===== src/rtl/ds0sub_pkg.sv =====
package ds0sub_pkg;

   typedef enum logic [2:0] {
      RG_TXC, RG_RXC, RG_TXE, RG_RXE, RG_LPE, RG_TSEL, RG_RSEL, RG_NONE
   } region_e;

   // Address regions follow each other: two code tables, three bitmaps, two selects.
   function automatic region_e region_of(input int unsigned a,
                                         input int unsigned nch,
                                         input int unsigned nb);
      if (a < nch)                      return RG_TXC;
      else if (a < 2*nch)               return RG_RXC;
      else if (a < 2*nch + nb)          return RG_TXE;
      else if (a < 2*nch + 2*nb)        return RG_RXE;
      else if (a < 2*nch + 3*nb)        return RG_LPE;
      else if (a == 2*nch + 3*nb)       return RG_TSEL;
      else if (a == 2*nch + 3*nb + 1)   return RG_RSEL;
      else                              return RG_NONE;
   endfunction

   function automatic int unsigned region_base(input region_e r,
                                               input int unsigned nch,
                                               input int unsigned nb);
      case (r)
         RG_RXC:  return nch;
         RG_TXE:  return 2*nch;
         RG_RXE:  return 2*nch + nb;
         RG_LPE:  return 2*nch + 2*nb;
         default: return 0;
      endcase
   endfunction

endpackage


===== src/rtl/ds0sub_regs.sv =====
module ds0sub_regs
   import ds0sub_pkg::*;
#(
   parameter int NCH = 32,
   parameter int CW  = 8,
   parameter int AW  = 7
) (
   input  logic                     clk,
   input  logic                     rst_n,
   input  logic                     wr_en,
   input  logic [AW-1:0]            wr_addr,
   input  logic [CW-1:0]            wr_data,
   output logic [NCH-1:0][CW-1:0]   tx_code,
   output logic [NCH-1:0][CW-1:0]   rx_code,
   output logic [NCH-1:0]           tx_ien,
   output logic [NCH-1:0]           rx_ien,
   output logic [NCH-1:0]           loop_en,
   output logic [$clog2(NCH)-1:0]   tx_sel,
   output logic [$clog2(NCH)-1:0]   rx_sel
);
   localparam int SLOT_W = $clog2(NCH);
   localparam int NB     = NCH / CW;
   localparam int NB_W   = $clog2(NB);

   logic [NB-1:0][CW-1:0] tx_ien_b, rx_ien_b, loop_b;
   region_e               rg;
   logic [AW-1:0]         off;

   always_comb begin
      rg  = region_of(int'(wr_addr), NCH, NB);
      off = wr_addr - AW'(region_base(rg, NCH, NB));
   end

   always_ff @(posedge clk or negedge rst_n) begin
      if (!rst_n) begin
         tx_code  <= '0;
         rx_code  <= '0;
         tx_ien_b <= '0;
         rx_ien_b <= '0;
         loop_b   <= '0;
         tx_sel   <= '0;
         rx_sel   <= '0;
      end else if (wr_en) begin
         case (rg)
            RG_TXC:  tx_code[off[SLOT_W-1:0]] <= wr_data;
            RG_RXC:  rx_code[off[SLOT_W-1:0]] <= wr_data;
            RG_TXE:  tx_ien_b[off[NB_W-1:0]]  <= wr_data;
            RG_RXE:  rx_ien_b[off[NB_W-1:0]]  <= wr_data;
            RG_LPE:  loop_b[off[NB_W-1:0]]    <= wr_data;
            RG_TSEL: tx_sel <= wr_data[SLOT_W-1:0];
            RG_RSEL: rx_sel <= wr_data[SLOT_W-1:0];
            default: ;
         endcase
      end
   end

   assign tx_ien  = tx_ien_b;
   assign rx_ien  = rx_ien_b;
   assign loop_en = loop_b;

endmodule


===== src/rtl/ds0sub_slot_timer.sv =====
module ds0sub_slot_timer #(
   parameter int NCH      = 32,
   parameter int CW       = 8,
   parameter int T1_SLOTS = 24
) (
   input  logic                     clk,
   input  logic                     rst_n,
   input  logic                     e1_mode,
   input  logic                     fsync,
   output logic                     pay,
   output logic [$clog2(NCH)-1:0]   slot,
   output logic [$clog2(CW)-1:0]    bitn,
   output logic                     last
);
   localparam int SLOT_W = $clog2(NCH);
   localparam int BIT_W  = $clog2(CW);

   logic              act_q;
   logic [SLOT_W-1:0] slot_q;
   logic [BIT_W-1:0]  bit_q;
   logic [SLOT_W-1:0] end_slot;

   // A sync restarts the count at once; in T1 its period is the F-bit.
   always_comb begin
      if (fsync) begin
         pay  = e1_mode;
         slot = '0;
         bitn = '0;
      end else begin
         pay  = act_q;
         slot = slot_q;
         bitn = bit_q;
      end
      last     = pay && (bitn == BIT_W'(CW-1));
      end_slot = e1_mode ? SLOT_W'(NCH-1) : SLOT_W'(T1_SLOTS-1);
   end

   always_ff @(posedge clk or negedge rst_n) begin
      if (!rst_n) begin
         act_q  <= 1'b0;
         slot_q <= '0;
         bit_q  <= '0;
      end else if (fsync && !e1_mode) begin
         act_q  <= 1'b1;
         slot_q <= '0;
         bit_q  <= '0;
      end else if (pay) begin
         if (last) begin
            bit_q <= '0;
            if (slot == end_slot) begin
               act_q <= 1'b0;
            end else begin
               act_q  <= 1'b1;
               slot_q <= slot + 1'b1;
            end
         end else begin
            act_q  <= 1'b1;
            slot_q <= slot;
            bit_q  <= bitn + 1'b1;
         end
      end
   end

endmodule


===== src/rtl/ds0sub_lane.sv =====
module ds0sub_lane #(
   parameter int NCH      = 32,
   parameter int CW       = 8,
   parameter bit HAS_LOOP = 1'b0
) (
   input  logic                     clk,
   input  logic                     rst_n,
   input  logic                     din,
   input  logic                     loop_din,
   input  logic                     pay,
   input  logic [$clog2(NCH)-1:0]   slot,
   input  logic [$clog2(CW)-1:0]    bitn,
   input  logic                     last,
   input  logic [NCH-1:0][CW-1:0]   code,
   input  logic [NCH-1:0]           ien,
   input  logic [NCH-1:0]           loop_en,
   input  logic [$clog2(NCH)-1:0]   sel,
   output logic                     dout,
   output logic [CW-1:0]            mon
);
   localparam int BIT_W = $clog2(CW);

   logic          sub_in;
   logic          idle_bit;
   logic [CW-2:0] shf;

   generate
      if (HAS_LOOP) begin : g_loop
         assign sub_in = (pay && loop_en[slot]) ? loop_din : din;
      end else begin : g_noloop
         logic unused_loop;
         assign unused_loop = ^{loop_din, loop_en};
         assign sub_in      = din;
      end
   endgenerate

   // Idle code goes out MSB first; idle takes precedence over loopback.
   assign idle_bit = code[slot][BIT_W'(CW-1) - bitn];
   assign dout     = (pay && ien[slot]) ? idle_bit : sub_in;

   always_ff @(posedge clk or negedge rst_n) begin
      if (!rst_n) begin
         shf <= '0;
         mon <= '0;
      end else if (pay) begin
         shf <= {shf[CW-3:0], dout};
         if (last && (slot == sel))
            mon <= {shf, dout};
      end
   end

endmodule


===== src/rtl/ds0sub_unit.sv =====
module ds0sub_unit #(
   parameter int NCH      = 32,
   parameter int CW       = 8,
   parameter int T1_SLOTS = 24,
   parameter int AW       = 7
) (
   input  logic          clk,
   input  logic          rst_n,
   input  logic          e1_mode,
   input  logic          fsync,
   input  logic          tx_in,
   input  logic          rx_in,
   input  logic          wr_en,
   input  logic [AW-1:0] wr_addr,
   input  logic [CW-1:0] wr_data,
   output logic          tx_out,
   output logic          rx_out,
   output logic [CW-1:0] tx_mon,
   output logic [CW-1:0] rx_mon
);
   localparam int SLOT_W = $clog2(NCH);
   localparam int BIT_W  = $clog2(CW);
   localparam int NB     = NCH / CW;
   localparam int LAST_A = 2*NCH + 3*NB + 1;

   if ((1 << SLOT_W) != NCH) $error("NCH must be a power of two");
   if ((1 << BIT_W) != CW || CW < 4) $error("CW must be a power of two, at least 4");
   if (NB < 2 || NB * CW != NCH) $error("NCH must be a multiple of CW, at least two bytes");
   if (T1_SLOTS < 1 || T1_SLOTS > NCH) $error("T1_SLOTS out of range");
   if (LAST_A >= (1 << AW)) $error("AW too narrow for the register map");

   logic                    pay, last;
   logic [SLOT_W-1:0]       slot, tx_sel, rx_sel;
   logic [BIT_W-1:0]        bitn;
   logic [NCH-1:0][CW-1:0]  tx_code, rx_code;
   logic [NCH-1:0]          tx_ien, rx_ien, loop_en;

   ds0sub_regs #(.NCH(NCH), .CW(CW), .AW(AW)) u_regs (
      .clk(clk), .rst_n(rst_n), .wr_en(wr_en), .wr_addr(wr_addr), .wr_data(wr_data),
      .tx_code(tx_code), .rx_code(rx_code), .tx_ien(tx_ien), .rx_ien(rx_ien),
      .loop_en(loop_en), .tx_sel(tx_sel), .rx_sel(rx_sel)
   );

   ds0sub_slot_timer #(.NCH(NCH), .CW(CW), .T1_SLOTS(T1_SLOTS)) u_tmr (
      .clk(clk), .rst_n(rst_n), .e1_mode(e1_mode), .fsync(fsync),
      .pay(pay), .slot(slot), .bitn(bitn), .last(last)
   );

   ds0sub_lane #(.NCH(NCH), .CW(CW), .HAS_LOOP(1'b1)) u_tx (
      .clk(clk), .rst_n(rst_n), .din(tx_in), .loop_din(rx_in),
      .pay(pay), .slot(slot), .bitn(bitn), .last(last),
      .code(tx_code), .ien(tx_ien), .loop_en(loop_en), .sel(tx_sel),
      .dout(tx_out), .mon(tx_mon)
   );

   ds0sub_lane #(.NCH(NCH), .CW(CW), .HAS_LOOP(1'b0)) u_rx (
      .clk(clk), .rst_n(rst_n), .din(rx_in), .loop_din(1'b0),
      .pay(pay), .slot(slot), .bitn(bitn), .last(last),
      .code(rx_code), .ien(rx_ien), .loop_en('0), .sel(rx_sel),
      .dout(rx_out), .mon(rx_mon)
   );

endmodule


===== config.mk =====
export PLATFORM = sky130hd
export DESIGN_NAME = ds0sub_unit
export DESIGN_NICKNAME = d
export VERILOG_FILES = /design/src/rtl/ds0sub_pkg.sv /design/src/rtl/ds0sub_regs.sv /design/src/rtl/ds0sub_slot_timer.sv /design/src/rtl/ds0sub_lane.sv /design/src/rtl/ds0sub_unit.sv
export SDC_FILE = /design/constraint.sdc
export NUM_CORES = 1
export LEC_CHECK = 0
export ABC_AREA = 1
export BUFFER_PORTS_ARGS = -buffer_cell sky130_fd_sc_hd__buf_2
export CORE_UTILIZATION = 28
export DETAILED_ROUTE_END_ITERATION = 16
export PLACE_DENSITY = 0.47
export RECOVER_POWER = 100
export SYNTH_ARGS = -nofsm -noshare
export SYNTH_HDL_FRONTEND = slang
export SYNTH_SLANG_ARGS = --single-unit

===== constraint.sdc =====
create_clock -name clk -period 2.9 [get_ports clk]
set_clock_uncertainty 0.15 [all_clocks]
set_input_delay 0.29 -clock clk [delete_from_list [all_inputs] [get_ports clk]]
set_output_delay 0.29 -clock clk [all_outputs]
set_load 0.01 [all_outputs]

# Yosys cells after proc, flatten, opt, wreduce, memory -nomap -nowiden
# Index checks and enable logic that the tools add are counted.
# op_classes
n_addsub	4
mul	0
n_div	0
order_cmp	11
n_eq_ne	13
n_shift	0
mux	49
n_bitwise	0
reduce_logical	22
# ops
cell	n
256-bit bitwise mux	2
32-bit bitwise mux	3
8-bit binary-select mux with 5-bit select	2
8-bit demux with 5-bit select	1
8-bit two-way mux	4
3-bit two-way mux	10
7-bit less-than comparator, second input constant	4
5-bit two-way mux	5
2-bit AND reduction	10
8-bit demux with 2-bit select	1
4-bit case mux with 4 select lines	1
1-bit binary-select mux with 5-bit select	3
5-bit == test	3
7-bit == test, second input constant	2
1-bit two-way mux	14
3-bit == test, second input constant	4
5-bit by 6-bit less-than comparator with 1-bit output, second input constant	2
1-bit logical AND	9
7-bit by 6-bit less-than comparator with 1-bit output, second input constant	1
1-bit binary-select mux with 3-bit select	2
3-bit by 2-bit == test with 1-bit output, second input constant	2
5-bit by 1-bit adder with 5-bit output, second input constant	1
5-bit by 1-bit greater-or-equal comparator with 1-bit output, second input constant	1
5-bit subtractor	1
other kinds (11)	11
# word_totals
regBits	657
latch_bits	0
ramBits	0
romBits	0
inputBits	22
out_inout_bits	18
wordCells	184
n_memories	0

# Longest topological paths before layout
# depth
ltp_word	16
depth_mapped	19
depth_no_buf	18

# By module
# A second synthesis with hierarchy kept.
# unflattened
hier_cells	3822
area_unflattened_um2	30630.6
# by_module_without_submodules
module	n_inst	cells_each	area_per_inst_um2	seq_area_each_um2
ds0sub_regs	1	2244	22579.2	15464.8
ds0sub_lane (u_tx)	1	767	3824.9	375.4
ds0sub_lane (u_rx)	1	710	3535.9	375.4
ds0sub_slot_timer	1	100	686.9	225.2
ds0sub_unit	1	1	3.8	0.0

# Least setup slack after synthesis
# OpenSTA, ideal clock, no wires.
# synth_path
path_type	input -> register
startpoint	input port wr_addr[4]
endpoint	register u_regs.rx_code[222] in the netlist's numbering
setup_time_ps	134
arrival_time_ps	2722
required_ps	2616
setup_slack_ps	-106
path_stages	18
path_buffers	1
cell_sequence	nor2_1 -> inv_2 -> o21ai_2 -> inv_2 -> nor2_1 -> nand2_1 -> inv_1 -> ha_1 -> inv_1 -> fa_1 -> or2_1 -> nand2_1 -> nand2_1 -> nor2_1 -> nand3_1 -> clkbuf_1 -> nand2_1 -> o21ai_0
# synth_via
elab_chain_cells	16
word_cells_on_any_way	27
cone_classes	add/sub: 1; order compare: 7; eq/ne: 6; mux: 11; reduce/logical: 2
# synth_rtl
element	line	rtl
start: declaration	ds0sub_unit.sv:14	input logic [AW-1:0] wr_addr,
parallel branches: the longest is 16 deep, another holds 7-bit less-than comparator	-	
end signal: indexed assignment	ds0sub_regs.sv:46	RG_RXC: rx_code[off[SLOT_W-1:0]] <= wr_data;
end: declaration	ds0sub_regs.sv:14	output logic [NCH-1:0][CW-1:0] rx_code,
# Several ways; the timed one is not identified.
# A chain may end at the register's enable or synchronous reset.

# Worst setup path after layout
# layout_path
startpoint	register u_tmr.slot_q[0]
endpoint	output port rx_out
# layout_via
elab_chain_cells	6
word_cells_on_any_way	9
cone_classes	mux: 8; reduce/logical: 1
# layout_rtl
element	line	rtl
start: declaration	ds0sub_slot_timer.sv:19	logic [SLOT_W-1:0] slot_q;
start signal: assignment	ds0sub_slot_timer.sv:54	slot_q <= slot + 1'b1;
start signal: assignment	ds0sub_slot_timer.sv:58	slot_q <= slot;
5-bit two-way mux *	ds0sub_slot_timer.sv:25	if (fsync) begin
8-bit binary-select mux with 5-bit select	ds0sub_lane.sv:38	assign idle_bit = code[slot][BIT_W'(CW-1) - bitn];
8-bit two-way mux (implied by the code)	ds0sub_lane.sv:38	
1-bit binary-select mux with 3-bit select	ds0sub_lane.sv:38	
1-bit two-way mux (implied by the code)	ds0sub_lane.sv:38	
1-bit two-way mux *	ds0sub_lane.sv:39	assign dout = (pay && ien[slot]) ? idle_bit : sub_in;
end: declaration	ds0sub_unit.sv:17	output logic rx_out,
# Mark *: on every way between the ends. The rest lies on a longest branch, timed or not. The select of a mux whose other input is x is not followed.

==> results by group <==
Outcome
  – Status: complete, but fails checks
  – Failing checks: negative setup slack

Route
  – Vias per cell: 4.73
  – Routed WL: 105000 um
  – DRC: 0
  – Drt initial violations: 2297
  – Post-route antenna net violation count: 0
  – Vias: 26700
  – Pre-antenna DRT Iters: 6
  – Routed length per instance: 18.6 um

STA
  – RSZ-0062 raised after global routing: true
  – Worst-Margin Slew: 1.48 ns
  – Max-slew headroom: 0.0138
  – Crit path time final: 3.47 ns
  – Tcrit/Tclk final: 1.20
  – Pins Over Slew Limit: 0
  – Hold Worst Slack: 0.0575 ns
  – Final worst slack: -0.575 ns
  – Fmax: 288 MHz
  – Final Hold Vio Count: 0
  – Finish-stage setup viols: 4

Place
  – GPL Wtd Cong: 0.864
  – Cell count after placement: 5468
  – Port buffer count: 39
  – Cell Area, Placed: 34600 um2
  – HPWL after detailed placement: 64100 um

Layout
  – Proportion of layout cells with a drive suffix above 1: 0.138
  – Area of the multi-input gates: 12800 um2
  – Register area: 16400 um2
  – Post-route insts no fill: 5652
  – Fillcell total: 11700
  – Nets: 4128
  – Post-route cell area: 38600 um2
  – Number of diodes: 0
  – Syn-to-layout area delta: 23.4%

Hold path
  – Hold Path Class: in -> reg
  – Hold Crit Depth: 3
  – Hold Crit Start: wr_data[6]
  – Hold Path End: u_regs.rx_code[6]

Floorplan
  – Starting density of the core: 0.282
  – Core box area: 111000 um2
  – DIE AREA: 113000 um2
  – Number of placed I/O pins: 40
  – # rows: 122
  – Die Wd: 336 um
  – Die Y: 336 um

Global route
  – Largest net degree at the start of global routing: 97
  – First-pass GRT wire length: 162000 um
  – Initial antenna violation count: 2
  – Vias in the first global route: 25800
  – Grt total ovfl: 0
  – Total GRT Usage: 0.186

Worst setup path
  – Reg2reg setup slack: 0.10 ns
  – Crit path max-delay cell type: dfrtp_1
  – Worst path most repeated cell: nand3_2
  – Req. time, crit path: 2.46 ns
  – Largest stage delay on the critical path: 0.38 ns
  – Crit path kind: reg -> out
  – Reg2reg start: u_tmr.slot_q[0]
  – Crit start category: register
  – CP Capture Type: primary output
  – Reg2Reg Depth: 16
  – CP Data Arrival Time: 3.03 ns
  – Crit path cell chain: buf_12 > nand2_8 > buf_12 > clkbuf_16 > o211ai_1 > nand3_1 > nand3_1 > nand3_2 > nand3_2 > nand3_2 > nand3_4 > nand3_4 > and2_4 > buf_6
  – Worst reg2reg path endpoint: u_rx.shf[0]
  – CP max FO: 14

Synth
  – Syn avg cell area: 7.88 um2
  – Top cells by area, synth: dfrtp_1 (53%), nand2_1 (15%), o21ai_0 (11%), nand3_1 (6.4%), inv_1 (4.1%)
  – Cells after Synth: 3975
  – Synth cell types: 42
  – Register area share after synthesis: 0.525
  – Post-Syn Nets: 4002
  – Synth top area share: 0.525
  – Synthesized flop and latch total: 657
  – Top FF cell, synth: dfrtp_1
  – Post-synth top area cell: dfrtp_1
  – Syn Std Cell Area: 31300 um2
  – FFs w/ async S/R, synth: 1.00
  – Number of flops mapped to enable cells by yosys: 0
  – Synth warn: 0

Power and ir drop
  – Sw frac: 0.267
  – Tot Pwr: 24.0 mW
  – Comb pwr share: 0.115
  – Power density cells: 622 nW/um2
  – Leakage: 17.8 nW
  – Flop pwr share: 0.455
  – Sw Pwr: 6.42 mW
  – Clock power share: 0.430
  – Internal power: 17.6 mW
  – Maximum vdd drop: 0.416 mV

Run
  – Max Cap Viol: 0

CTS
  – Sink Count: 657
  – Clock Path Buffers: 3
  – Clock slew at reported path FFs: 0.06 ns
  – Num CTS Buffers: 78
  – Htree depth: 3
  – CTS tree: yes
  – CTS Root Cell: clkbuf_16
  – Worst skew pair latency: 0.64 ns
-- sequential cells by signal, summed over array words and instances, names as in the netlist --
signal,cells
u_tmr.bit_q,3
u_tmr.slot_q,5
u_regs.rx_code,256
u_regs.tx_code,256
u_regs.rx_sel,5
u_tx.shf,7
u_regs.tx_sel,5
u_tx.mon,8
u_rx.shf,7
u_regs.rx_ien,32
u_regs.loop_en,32
u_tmr.act_q,1
u_regs.tx_ien,32
u_rx.mon,8
-- power groups by stage --
stage                     sequential (mW)  combinational [mW]  clock (mW)
after floorplan                      11.0                1.76           0
after global placement               11.1                2.66           0
after global routing                 11.1                3.21        11.0
after detailed placement             11.1                2.72           0
after CTS                            10.9                2.82        10.6
final                                10.9                2.76        10.3
-- synth_stat cells (10+ instances only) --
| cell type | instances |
|---|---|
| a21oi_1 | 59 |
| buf_2 | 78 |
| buf_4 | 31 |
| buf_6 | 11 |
| clkbuf_1 | 159 |
| dfrtp_1 | 657 |
| inv_1 | 339 |
| inv_2 | 11 |
| nand2_1 | 1272 |
| nand3_1 | 402 |
| nor2_1 | 79 |
| nor2_4 | 10 |
| o211ai_1 | 60 |
| o21a_1 | 17 |
| o21ai_0 | 679 |
| o21ai_1 | 49 |
-- worst max-delay path: cells and delay by family (launching register included) --
| kind | cells | cell delay [ns] |
|---|---|---|
| compound gates | 1 | 0.21 |
| buf+inv | 4 | 0.60 |
| flops | 1 | 0.38 |
| simple gates | 9 | 1.20 |
-- through the flow --
stage | setup TNS, ns | worst slack, ns | util
3_5_place_dp | -178.65 | -0.545 | 0.312
4_1_cts | -1.28 | -0.642 | 0.346
2_1_floorplan | -19.86 | -0.106 | -
3_3_place_gp | -169.45 | -0.536 | 0.312
6_report | -1.09 | -0.575 | 0.349
5_1_grt | -76.74 | -0.671 | 0.349
-- layer usage --
| layer | share of wire | GRT usage | up-vias |
|---|---|---|---|
| met5 | 0.000067 | 0 | - |
| li1 | - | - | 13100 |
| met1 | 0.48 | 0.268 | 13000 |
| met4 | 0.017 | 0.0391 | 2 |
| met3 | 0.047 | 0.0254 | 112 |
| met2 | 0.46 | 0.295 | 531 |
-- how the worst max path moves through the flow --
| stage | to | depth (start not counted) | start | slack, ns |
|---|---|---|---|---|
| global route | rx_out | 16 | u_tmr.slot_q[0] | -0.67 |
| global placement | u_regs.tx_code[224] | 19 | wr_addr[4] | -0.54 |
| detailed placement | u_regs.tx_code[227] | 19 | wr_addr[4] | -0.55 |
| finish | rx_out | 14 | u_tmr.slot_q[0] | -0.57 |
| floorplan | u_regs.rx_code[222] | 18 | wr_addr[4] | -0.11 |
| CTS | rx_out | 17 | u_tmr.slot_q[0] | -0.64 |
-- repair_timing --
item,in CTS,in global routing
pin swaps,33,25
setup endpoints to repair,4,66
hold buffers,8,0
endpoints found under the hold margin,506,0
gates cloned,12,7
resized for setup,133,64
setup buffers,11,3
-- cell type report --
cell class,count,share of cell area
clock buffers,111,0.0579
clock inverters,32,0.0116
inverters,354,0.0348
multi-input cells,2682,0.331
flip-flops and latches,657,0.426
well taps,1488,0.0482
repair buffers,328,0.0907
-- cell usage in the layout (no fill, tap or decap), types with 56 or more instances in the layout --
cell type  instances
clkbuf_16         84
inv_1            332
o21ai_0          693
nand3_2           87
o211ai_1          60
nand3_1          308
nand2_1         1268
nor2_1            80
a21oi_1           56
dfrtp_1          657
buf_4            163
-- logic make-up after synthesis --
logic type               share of synthesized area
XOR/XNOR                                   0.00336
AO/OA/AOI/OAI                                0.148
adder cells (fa/ha/maj)                    0.00224
AND/OR/NAND/NOR                              0.235
flip-flops                                   0.525
buffers and inverters                       0.0861
No activity file was read; power rests on OpenSTA's default activity.
